[src/rtl/brcc_pkg.sv]
package brcc_pkg;
  localparam int unsigned OPC_W = 4;
  localparam int unsigned CC_W  = 4;
  localparam int unsigned FAM_N = 8;

  localparam logic [OPC_W-1:0] OPC_TEST = 4'd0;
  localparam logic [OPC_W-1:0] OPC_AND  = 4'd1;
  localparam logic [OPC_W-1:0] OPC_OR   = 4'd2;
  localparam logic [OPC_W-1:0] OPC_XOR  = 4'd3;
  localparam logic [OPC_W-1:0] OPC_CMP  = 4'd4;
  localparam logic [OPC_W-1:0] OPC_ADD  = 4'd5;
  localparam logic [OPC_W-1:0] OPC_SUB  = 4'd6;
  localparam logic [OPC_W-1:0] OPC_INC  = 4'd7;
  localparam logic [OPC_W-1:0] OPC_DEC  = 4'd8;

  localparam logic [2:0] FAM_OVF    = 3'd0;
  localparam logic [2:0] FAM_BELOW  = 3'd1;
  localparam logic [2:0] FAM_ZERO   = 3'd2;
  localparam logic [2:0] FAM_BELEQ  = 3'd3;
  localparam logic [2:0] FAM_SIGN   = 3'd4;
  localparam logic [2:0] FAM_PAR    = 3'd5;
  localparam logic [2:0] FAM_LESS   = 3'd6;
  localparam logic [2:0] FAM_LESSEQ = 3'd7;

  // Pairing masks, bit i = family i may pair
  localparam logic [FAM_N-1:0] PAIR_ALL    = 8'hFF;
  localparam logic [FAM_N-1:0] PAIR_ARITH  = 8'hCE;
  localparam logic [FAM_N-1:0] PAIR_STEP   = 8'hC4;
  localparam logic [FAM_N-1:0] PAIR_NONE   = 8'h00;

  typedef struct packed {
    logic cf;
    logic zf;
    logic sf;
    logic of;
    logic pf;
  } flags_t;
endpackage

[src/rtl/brcc_flag_gen.sv]
module brcc_flag_gen
  import brcc_pkg::*;
#(
  parameter int unsigned DATA_W = 16
) (
  input  logic [OPC_W-1:0]  op,
  input  logic [DATA_W-1:0] opa,
  input  logic [DATA_W-1:0] opb,
  input  logic              cf_in,
  output logic [DATA_W-1:0] res,
  output logic              res_wr,
  output flags_t            flg
);
  localparam int unsigned MSB = DATA_W - 1;

  logic [DATA_W-1:0] b_eff;
  logic [DATA_W:0]   sum_z;
  logic [DATA_W:0]   dif_z;
  logic              add_ovf;
  logic              sub_ovf;

  always_comb begin
    b_eff   = ((op == OPC_INC) || (op == OPC_DEC)) ? DATA_W'(1) : opb;
    sum_z   = {1'b0, opa} + {1'b0, b_eff};
    dif_z   = {1'b0, opa} - {1'b0, b_eff};
    add_ovf = (opa[MSB] == b_eff[MSB]) && (sum_z[MSB] != opa[MSB]);
    sub_ovf = (opa[MSB] != b_eff[MSB]) && (dif_z[MSB] != opa[MSB]);
  end

  always_comb begin
    res    = '0;
    res_wr = 1'b0;
    flg.cf = 1'b0;
    flg.of = 1'b0;
    case (op)
      OPC_TEST: res = opa & opb;
      OPC_AND: begin
        res    = opa & opb;
        res_wr = 1'b1;
      end
      OPC_OR: begin
        res    = opa | opb;
        res_wr = 1'b1;
      end
      OPC_XOR: begin
        res    = opa ^ opb;
        res_wr = 1'b1;
      end
      OPC_CMP: begin
        res    = dif_z[MSB:0];
        flg.cf = dif_z[DATA_W];
        flg.of = sub_ovf;
      end
      OPC_ADD: begin
        res    = sum_z[MSB:0];
        res_wr = 1'b1;
        flg.cf = sum_z[DATA_W];
        flg.of = add_ovf;
      end
      OPC_SUB: begin
        res    = dif_z[MSB:0];
        res_wr = 1'b1;
        flg.cf = dif_z[DATA_W];
        flg.of = sub_ovf;
      end
      OPC_INC: begin
        res    = sum_z[MSB:0];
        res_wr = 1'b1;
        flg.cf = cf_in;
        flg.of = add_ovf;
      end
      OPC_DEC: begin
        res    = dif_z[MSB:0];
        res_wr = 1'b1;
        flg.cf = cf_in;
        flg.of = sub_ovf;
      end
      default: res = '0;
    endcase
    flg.zf = (res == '0);
    flg.sf = res[MSB];
    flg.pf = ~^res[7:0];
  end
endmodule

[src/rtl/brcc_cond_eval.sv]
module brcc_cond_eval
  import brcc_pkg::*;
(
  input  flags_t          flg,
  input  logic [CC_W-1:0] cc,
  output logic            taken
);
  logic [FAM_N-1:0] fam_hit;

  always_comb begin
    fam_hit[FAM_OVF]    = flg.of;
    fam_hit[FAM_BELOW]  = flg.cf;
    fam_hit[FAM_ZERO]   = flg.zf;
    fam_hit[FAM_BELEQ]  = flg.cf | flg.zf;
    fam_hit[FAM_SIGN]   = flg.sf;
    fam_hit[FAM_PAR]    = flg.pf;
    fam_hit[FAM_LESS]   = flg.sf ^ flg.of;
    fam_hit[FAM_LESSEQ] = (flg.sf ^ flg.of) | flg.zf;
    taken = fam_hit[cc[CC_W-1:1]] ^ cc[0];
  end
endmodule

[src/rtl/brcc_pair_table.sv]
module brcc_pair_table
  import brcc_pkg::*;
(
  input  logic [OPC_W-1:0] op,
  input  logic [2:0]       fam,
  output logic             pair_ok
);
  logic [FAM_N-1:0] mask;

  always_comb begin
    case (op)
      OPC_TEST, OPC_AND:         mask = PAIR_ALL;
      OPC_CMP, OPC_ADD, OPC_SUB: mask = PAIR_ARITH;
      OPC_INC, OPC_DEC:          mask = PAIR_STEP;
      default:                   mask = PAIR_NONE;
    endcase
    pair_ok = mask[fam];
  end
endmodule

[src/rtl/brcc_fuse_unit.sv]
module brcc_fuse_unit
  import brcc_pkg::*;
#(
  parameter int unsigned DATA_W = 16
) (
  input  logic              clk,
  input  logic              rst_n,
  input  logic              in_valid,
  input  logic [3:0]        op,
  input  logic [3:0]        cc,
  input  logic [DATA_W-1:0] opa,
  input  logic [DATA_W-1:0] opb,
  input  logic              cf_in,
  output logic              out_valid,
  output logic              fuse_ok,
  output logic              br_taken,
  output logic [DATA_W-1:0] res,
  output logic              res_wr,
  output logic              cf_o,
  output logic              zf_o,
  output logic              sf_o,
  output logic              of_o,
  output logic              pf_o
);
  localparam int unsigned RST_STAGES = 2;

  logic [RST_STAGES-1:0] rst_pipe;
  logic                  rst_q_n;

  always_ff @(posedge clk or negedge rst_n) begin
    if (!rst_n) rst_pipe <= '0;
    else        rst_pipe <= {rst_pipe[RST_STAGES-2:0], 1'b1};
  end
  assign rst_q_n = rst_pipe[RST_STAGES-1];

  logic [DATA_W-1:0] c_res;
  logic              c_wr;
  flags_t            c_flg;
  logic              c_taken;
  logic              c_pair;

  brcc_flag_gen #(.DATA_W(DATA_W)) u_flags (
    .op(op), .opa(opa), .opb(opb), .cf_in(cf_in),
    .res(c_res), .res_wr(c_wr), .flg(c_flg)
  );

  brcc_cond_eval u_cond (
    .flg(c_flg), .cc(cc), .taken(c_taken)
  );

  brcc_pair_table u_pair (
    .op(op), .fam(cc[3:1]), .pair_ok(c_pair)
  );

  // next-state
  logic              cap_en;
  logic [DATA_W-1:0] res_d;
  logic              wr_d, taken_d, pair_d;
  flags_t            flg_d;
  flags_t            flg_q;

  always_comb begin
    cap_en  = in_valid;
    res_d   = c_res;
    wr_d    = c_wr;
    taken_d = c_taken;
    pair_d  = c_pair;
    flg_d   = c_flg;
  end

  always_ff @(posedge clk or negedge rst_q_n) begin
    if (!rst_q_n) begin
      out_valid <= 1'b0;
      res       <= '0;
      res_wr    <= 1'b0;
      br_taken  <= 1'b0;
      fuse_ok   <= 1'b0;
      flg_q     <= '0;
    end else begin
      out_valid <= cap_en;
      if (cap_en) begin
        res      <= res_d;
        res_wr   <= wr_d;
        br_taken <= taken_d;
        fuse_ok  <= pair_d;
        flg_q    <= flg_d;
      end
    end
  end

  assign cf_o = flg_q.cf;
  assign zf_o = flg_q.zf;
  assign sf_o = flg_q.sf;
  assign of_o = flg_q.of;
  assign pf_o = flg_q.pf;
endmodule

[config.mk]
export PLATFORM = sky130hd
export DESIGN_NAME = brcc_fuse_unit
export DESIGN_NICKNAME = d
export VERILOG_FILES = /design/src/rtl/brcc_pkg.sv /design/src/rtl/brcc_flag_gen.sv /design/src/rtl/brcc_cond_eval.sv /design/src/rtl/brcc_pair_table.sv /design/src/rtl/brcc_fuse_unit.sv
export SDC_FILE = /design/constraint.sdc
export NUM_CORES = 1
export LEC_CHECK = 0
export BUFFER_PORTS_ARGS = -buffer_cell sky130_fd_sc_hd__buf_2
export CAP_MARGIN = 20
export CORE_MARGIN = 2
export CORE_UTILIZATION = 45
export DETAILED_ROUTE_END_ITERATION = 10
export PLACE_DENSITY = 0.69
export REMOVE_ABC_BUFFERS = 1
export SLEW_MARGIN = 20
export SYNTH_ARGS = -nofsm -noshare
export SYNTH_HDL_FRONTEND = slang
export SYNTH_SLANG_ARGS = --single-unit
[constraint.sdc]
create_clock -name clk -period 0.86 [get_ports clk]
set_clock_uncertainty 0.1 [all_clocks]
set_input_delay 0.172 -clock clk [delete_from_list [all_inputs] [get_ports clk]]
set_output_delay 0.172 -clock clk [all_outputs]
set_load 0.01 [all_outputs]
# [Word-level counts from Yosys, hierarchy flattened]
# Cells that the tools add are included.
[classes] reduce_logical=13 n_mux=10 eq_ne=12 n_bitwise=7 add_sub_neg=2 order_cmp=1
[ops] cell="16-bit one-hot mux with 5 select lines" count=1
[ops] cell="8-bit one-hot mux with 3 select lines" count=1
[ops] cell="16-bit by 16-bit adder with 17-bit output" count=1
[ops] cell="16-bit by 16-bit subtractor with 17-bit output" count=1
[ops] cell="16-bit bitwise AND" count=1
[ops] cell="4-bit by 3-bit equality test with 1-bit output (second input constant)" count=4
[ops] cell="16-bit zero test" count=1
[ops] cell="16-bit two-way mux" count=1
[ops] cell="16-bit OR" count=1
[ops] cell="16-bit bitwise XOR" count=1
[ops] cell="4-bit by 2-bit equality test with 1-bit output (second input constant)" count=2
[ops] cell="2-bit OR reduction" count=4
[ops] cell="8-bit XNOR reduction" count=1
[ops] cell="7-bit OR reduction" count=1
[ops] cell="1-bit binary-select mux with 3-bit select" count=2
[ops] cell="3-bit OR reduction" count=2
[ops] cell="4-bit by 1-bit equality test with 1-bit output (second input constant)" count=1
[ops] cell="4-bit equality test (second input constant)" count=1
[ops] cell="4-bit zero test" count=1
[ops] cell="3-bit by 4-bit less-than comparator with 1-bit output (second input constant)" count=1
[ops] cell="1-bit two-way mux" count=3
[ops] cell="1-bit inequality test" count=3
[ops] cell="1-bit one-hot mux with 3 select lines" count=1
[ops] cell="1-bit logical AND" count=2
[ops] cell="other kinds (5)" count=7
[totals] input_bits=44 reg_bits=27

# [Logic depth before layout (Yosys ltp)]
[logic_depth] ltp_word=12 ltp_mapped=23 ltp_nobuf=21

# [By module]
# From an unflattened synthesis, not the netlist that was laid out.
[hier_totals] cells_unflattened=570 hier_area_um2=4550.6
[by_module_without_submodules] module="brcc_flag_gen" cells_per_inst=498 seq_area_each_um2=0.0 area_per_inst_um2=3338.2 instances=1
[by_module_without_submodules] module="brcc_fuse_unit" cells_per_inst=55 seq_area_each_um2=675.6 area_per_inst_um2=1076.0 instances=1
[by_module_without_submodules] module="brcc_cond_eval" cells_per_inst=10 seq_area_each_um2=0.0 area_per_inst_um2=77.6 instances=1
[by_module_without_submodules] module="brcc_pair_table" cells_per_inst=7 seq_area_each_um2=0.0 area_per_inst_um2=58.8 instances=1

# [Least setup slack after synthesis]
# No wires, ideal clock.
[synth_timing] path_type="in2reg" start="input op[0]" end="register br_taken" arrival_ns=5.450 setup_slack_ns=-4.760 cell_stages=21 cell_sequence="or4b_2 > o31a_1 > clkbuf_1 > nand2_1 > ha_1 > inv_1 > fa_1 > o21ba_2 > nor4_1 > nor2_1 > a221o_1 > a222oi_1 > ha_1 > nand4_1 > nor2_1 > o311ai_0 > a2111o_1 > or3b_1 > or4_1 > a2111oi_0 > nand3b_1"
[synth_via] elab_chain_len=12 word_cells_on_any_way=35
[synth_rtl] item="start, declared" line="brcc_fuse_unit.sv:9" rtl="input logic [3:0] op,"
[synth_rtl] item="4-bit by 3-bit equality test with 1-bit output / 4-bit equality test (equally long branches)" line="brcc_flag_gen.sv:23, brcc_flag_gen.sv:35"
[synth_rtl] item="1-bit logical OR" line="brcc_flag_gen.sv:23" rtl="b_eff = ((op == OPC_INC) || (op == OPC_DEC)) ? DATA_W'(1) : opb;"
[synth_rtl] item="16-bit two-way mux" line="brcc_flag_gen.sv:23"
[synth_rtl] item="16-bit by 16-bit subtractor with 17-bit output / 16-bit by 16-bit adder with 17-bit output (equally long branches)" line="brcc_flag_gen.sv:25, brcc_flag_gen.sv:24"
[synth_rtl] item="1-bit inequality test, on equally long branches" line="brcc_flag_gen.sv:27, brcc_flag_gen.sv:26"
[synth_rtl] item="1-bit logical AND, on equally long branches" line="brcc_flag_gen.sv:27, brcc_flag_gen.sv:26"
[synth_rtl] item="1-bit one-hot mux with 2 select lines" line="brcc_flag_gen.sv:35" rtl="case (op)"
[synth_rtl] item="1-bit bitwise XOR" line="brcc_cond_eval.sv:17, brcc_cond_eval.sv:18"
[synth_rtl] item="1-bit OR" line="brcc_cond_eval.sv:18" rtl="fam_hit[FAM_LESSEQ] = (flg.sf ^ flg.of) | flg.zf;"
[synth_rtl] item="1-bit binary-select mux with 3-bit select *" line="brcc_cond_eval.sv:19" rtl="taken = fam_hit[cc[CC_W-1:1]] ^ cc[0];"
[synth_rtl] item="1-bit two-way mux (not written as such) *" line="brcc_cond_eval.sv:19"
[synth_rtl] item="1-bit bitwise XOR *" line="brcc_cond_eval.sv:19"
[synth_rtl] item="end signal, assigned" line="brcc_fuse_unit.sv:84" rtl="br_taken <= taken_d;"
[synth_rtl] item="end, declared" line="brcc_fuse_unit.sv:16" rtl="output logic br_taken,"
# Mark *: on every way between the ends. The rest lies on a longest branch, timed or not. The select of a mux whose other input is x is not followed.
# A chain may end at the register's enable or synchronous reset.

# [Worst setup path in the final report]
[layout_timing] start="input op[2]" end="register br_taken"
# The elaborated chain is that of the path after synthesis.

==> reports/metrics.cfg <==
[outcome]
status = finished, violations left
violations = setup timing

[timing]
hold_viol = 0
slew_violations = 0
max-slew-margin-rel = 0.361
tns_ns = -60.90
final.period_utilization = 6.04
worst_hold_slack_ns = 0.0616
worstMarginPinSlew_ns = 0.953
fmax_ghz = 0.192
setup_viol = 48
rsz0062_at_grt = true
period_minus_slack_ns = 5.20
fin_ws_ns = -4.34

[routing]
antenna_left = 0
drtPass1Iterations = 6
vias = 5838
routed_wl_mm = 20.8
drt_iter0_markers = 677
routed_via_density = 6.28
wl_per_cell_um = 22.4
drcViolationCount = 0

[die]
die_h_um = 98.5
num_io_pins = 69
initial_utilization = 0.463
die_area_um2 = 9700
fp.dieW_um = 98.5
coreArea_um2 = 8680
row_count = 34

[synth]
async_flop_share = 1.00
synth_edf_count = 0
ys_ff_latch = 26
yosysSeqAreaShare = 0.162
synth_area_per_cell_um2 = 7.54
postSynthCellCount = 533
synthDistinctLibCells = 64
syn_area_um2 = 4020
synthFlopType = dfrtp_1
ys_warn_count = 0

[setup_path]
worstSetupEndpoint = br_taken$_DFFE_PN0P_
rr_startpoint = res[9]$_DFFE_PN0P_
startpoint_type = input pin
critPathLaunch = op[2]
r2r_slack_ns = -0.34
rr_endpoint = res[9]$_DFFE_PN0P_
crit_type = input pin to register
cp.arrival_ns = 5.33
required_ns = 0.99
ff2ff_path_depth = 3
crit_fanout = 2
worst_setup_path_end_kind = register

[clocking]
clk_latency_ns = 0.29
cts_root_buf = clkbuf_8
clkTransAtPathRegs_ns = 0.10
cts_buffers = 3
htree_levels = 1
cts_tree = yes
clockBufferDepth = 2
clock-sinks = 26

[power_and_ir_drop]
p_int_w = 0.00493
seqPwrFrac = 0.179
leakagePower_nw = 3.69
swShare = 0.429
comb_power_share = 0.719
clockPowerShare = 0.102
switching_power_w = 0.00371
p_per_area_nw_per_um2 = 1170
vdd_drop_max_mv = 0.693

[layout]
fillers = 413
n_antenna_cell = 0
fin_util = 0.849
finalNetCount = 941
final_layout_size_suffix_gt1_frac = 0.556
area_delta_synth_final_pct = 83.4

[global_route]
grt_pass1_wl_mm = 24.9
track_usage = 0.311
globalRoute.totalOverflow = 0
grt_pass1_vias = 5291
grt_start_max_net_pins = 40
antenna_found_initial = 0

[place]
routabilityCongestion = 0.944
port_buffers = 68
dpl_worst_slack_ns = -4.84
hpwlAfterDp_mm = 10.4

[hold_path]
hold_class = input pin to register

[flow_run]
maxCapViolations = 0

[state kept, by name, summed over array words and instances, names as in the netlist]
register,flops
br_taken,1
cf_o,1
fuse_ok,1
of_o,1
out_valid,1
pf_o,1
res,16
res_wr,1
rst_pipe,2
zf_o,1
[synthesized netlist by cell type, drive strengths merged, types with 3 or more instances]
cell / n / area share
a211oi: 3 / 0.0056
a21o: 7 / 0.013
a21oi: 39 / 0.049
a221o: 7 / 0.018
a221oi: 7 / 0.015
a222oi: 5 / 0.012
a22oi: 6 / 0.011
a31oi: 12 / 0.019
and2: 4 / 0.0069
and3: 4 / 0.0065
buf: 9 / 0.020
clkbuf: 18 / 0.024
dfrtp: 26 / 0.16
ha: 72 / 0.22
inv: 68 / 0.064
nand2: 50 / 0.047
nand2b: 10 / 0.016
nand3: 6 / 0.0075
nor2: 56 / 0.052
nor3: 11 / 0.014
nor3b: 3 / 0.0056
o211ai: 10 / 0.019
o21ai: 31 / 0.039
o221ai: 8 / 0.017
o311ai: 3 / 0.0065
o31ai: 3 / 0.0056
or2: 4 / 0.0062
xnor2: 9 / 0.020
[layout by cell type (no fill, tap or decap), types with 6 or more instances in the layout]
cell type	count
a21o_1	7
a21oi_1	15
a21oi_2	23
a22oi_1	6
a31oi_1	6
buf_2	61
buf_4	189
buf_6	58
dfrtp_1	26
ha_1	56
ha_2	7
ha_4	9
inv_1	64
nand2_1	41
nand2_4	6
nor2_1	41
nor2_2	9
nor2_4	6
nor3_1	8
o211ai_1	10
o21ai_0	24
[per-stage QoR]
stage          total power, W  area, µm²  cells
3_5_place_dp          0.00543       5630    854
2_1_floorplan         0.00344       3840    506
5_1_grt               0.00899       7370    930
6_report              0.00864       7370    930
3_3_place_gp          0.00533       5630    854
4_1_cts               0.00737       6670    892
[logic make-up (layout without fill, tap and decap cells)]
kind of cell,after synthesis,count (layout),synth area share
AO/OA/AOI/OAI,162,162,0.278
XOR/XNOR,11,11,0.0240
adder cells (fa/ha/maj),74,74,0.234
buffers and inverters,95,384,0.108
flip-flops,26,26,0.162
multiplexers,4,4,0.0106
other,1,1,0.000933
AND/OR/NAND/NOR,160,160,0.182
[area by class of cell]
| class | count | area [µm²] | area share |
|---|---|---|---|
| Multi-Input combinational cell | 412 | 3830 | 0.520 |
| Timing Repair Buffer | 312 | 2440 | 0.331 |
| Sequential cell | 26 | 651 | 0.0883 |
| Inverter | 68 | 258 | 0.0350 |
| Tap cell | 108 | 135 | 0.0183 |
| Clock buffer | 4 | 55.1 | 0.00747 |
[worst max-delay path, cell delays in order]
cell and delay (ns):
buf_6 0.10, or4b_4 0.55, o31a_1 0.16, nand2_2 0.12, buf_4 0.13, ha_2 0.20
fa_2 0.23, nand2b_4 0.14, a21oi_2 0.07, nand2b_1 0.20, a221o_1 0.39, a222oi_1 0.46
ha_2 0.26, nand4_1 0.09, nor2_1 0.11, o311ai_1 0.14, a2111o_1 0.47, or3b_1 0.41
or4_4 0.46, a2111oi_4 0.30, nand3b_1 0.16
[metal layers]
| metal | global-route usage | part of all wire | up-vias |
|---|---|---|---|
| met3 | 0.0369 | 0.10 | 180 |
| met2 | 0.561 | 0.46 | 455 |
| met1 | 0.383 | 0.36 | 2739 |
| met4 | 0.102 | 0.087 | 0 |
| met5 | 0 | 0 | - |
| li1 | - | - | 2464 |
[timing repair]
item                                   CTS  global route
resized for setup                      156            94
setup endpoints to repair               48            48
setup buffers                           45            51
endpoints found under the hold margin    2             0
pin swaps                               53            39
hold buffers                             1             0
[power by group through the flow]
stage	registers (W)	logic, W	clock network, W
CTS	0.00150	0.00504	0.000833
global route	0.00156	0.00650	0.000933
global placement	0.00152	0.00381	0
finish	0.00155	0.00622	0.000879
detailed placement	0.00152	0.00391	0
floorplan	0.00163	0.00181	0
[how the worst min path moves through the flow]
stage                   from                     to  slack [ns]  cells after the start
global placement       rst_n  rst_pipe[0]$_DFF_PN0_       -0.14                      1
detailed placement     rst_n  rst_pipe[1]$_DFF_PN0_       -0.14                      1
CTS                 in_valid    res[15]$_DFFE_PN0P_        0.06                      2
global route        in_valid    res[15]$_DFFE_PN0P_        0.06                      2
floorplan              rst_n  rst_pipe[0]$_DFF_PN0_       -0.22                      0
finish              in_valid    res[15]$_DFFE_PN0P_        0.06                      2
No activity file was read; power rests on OpenSTA's default activity.
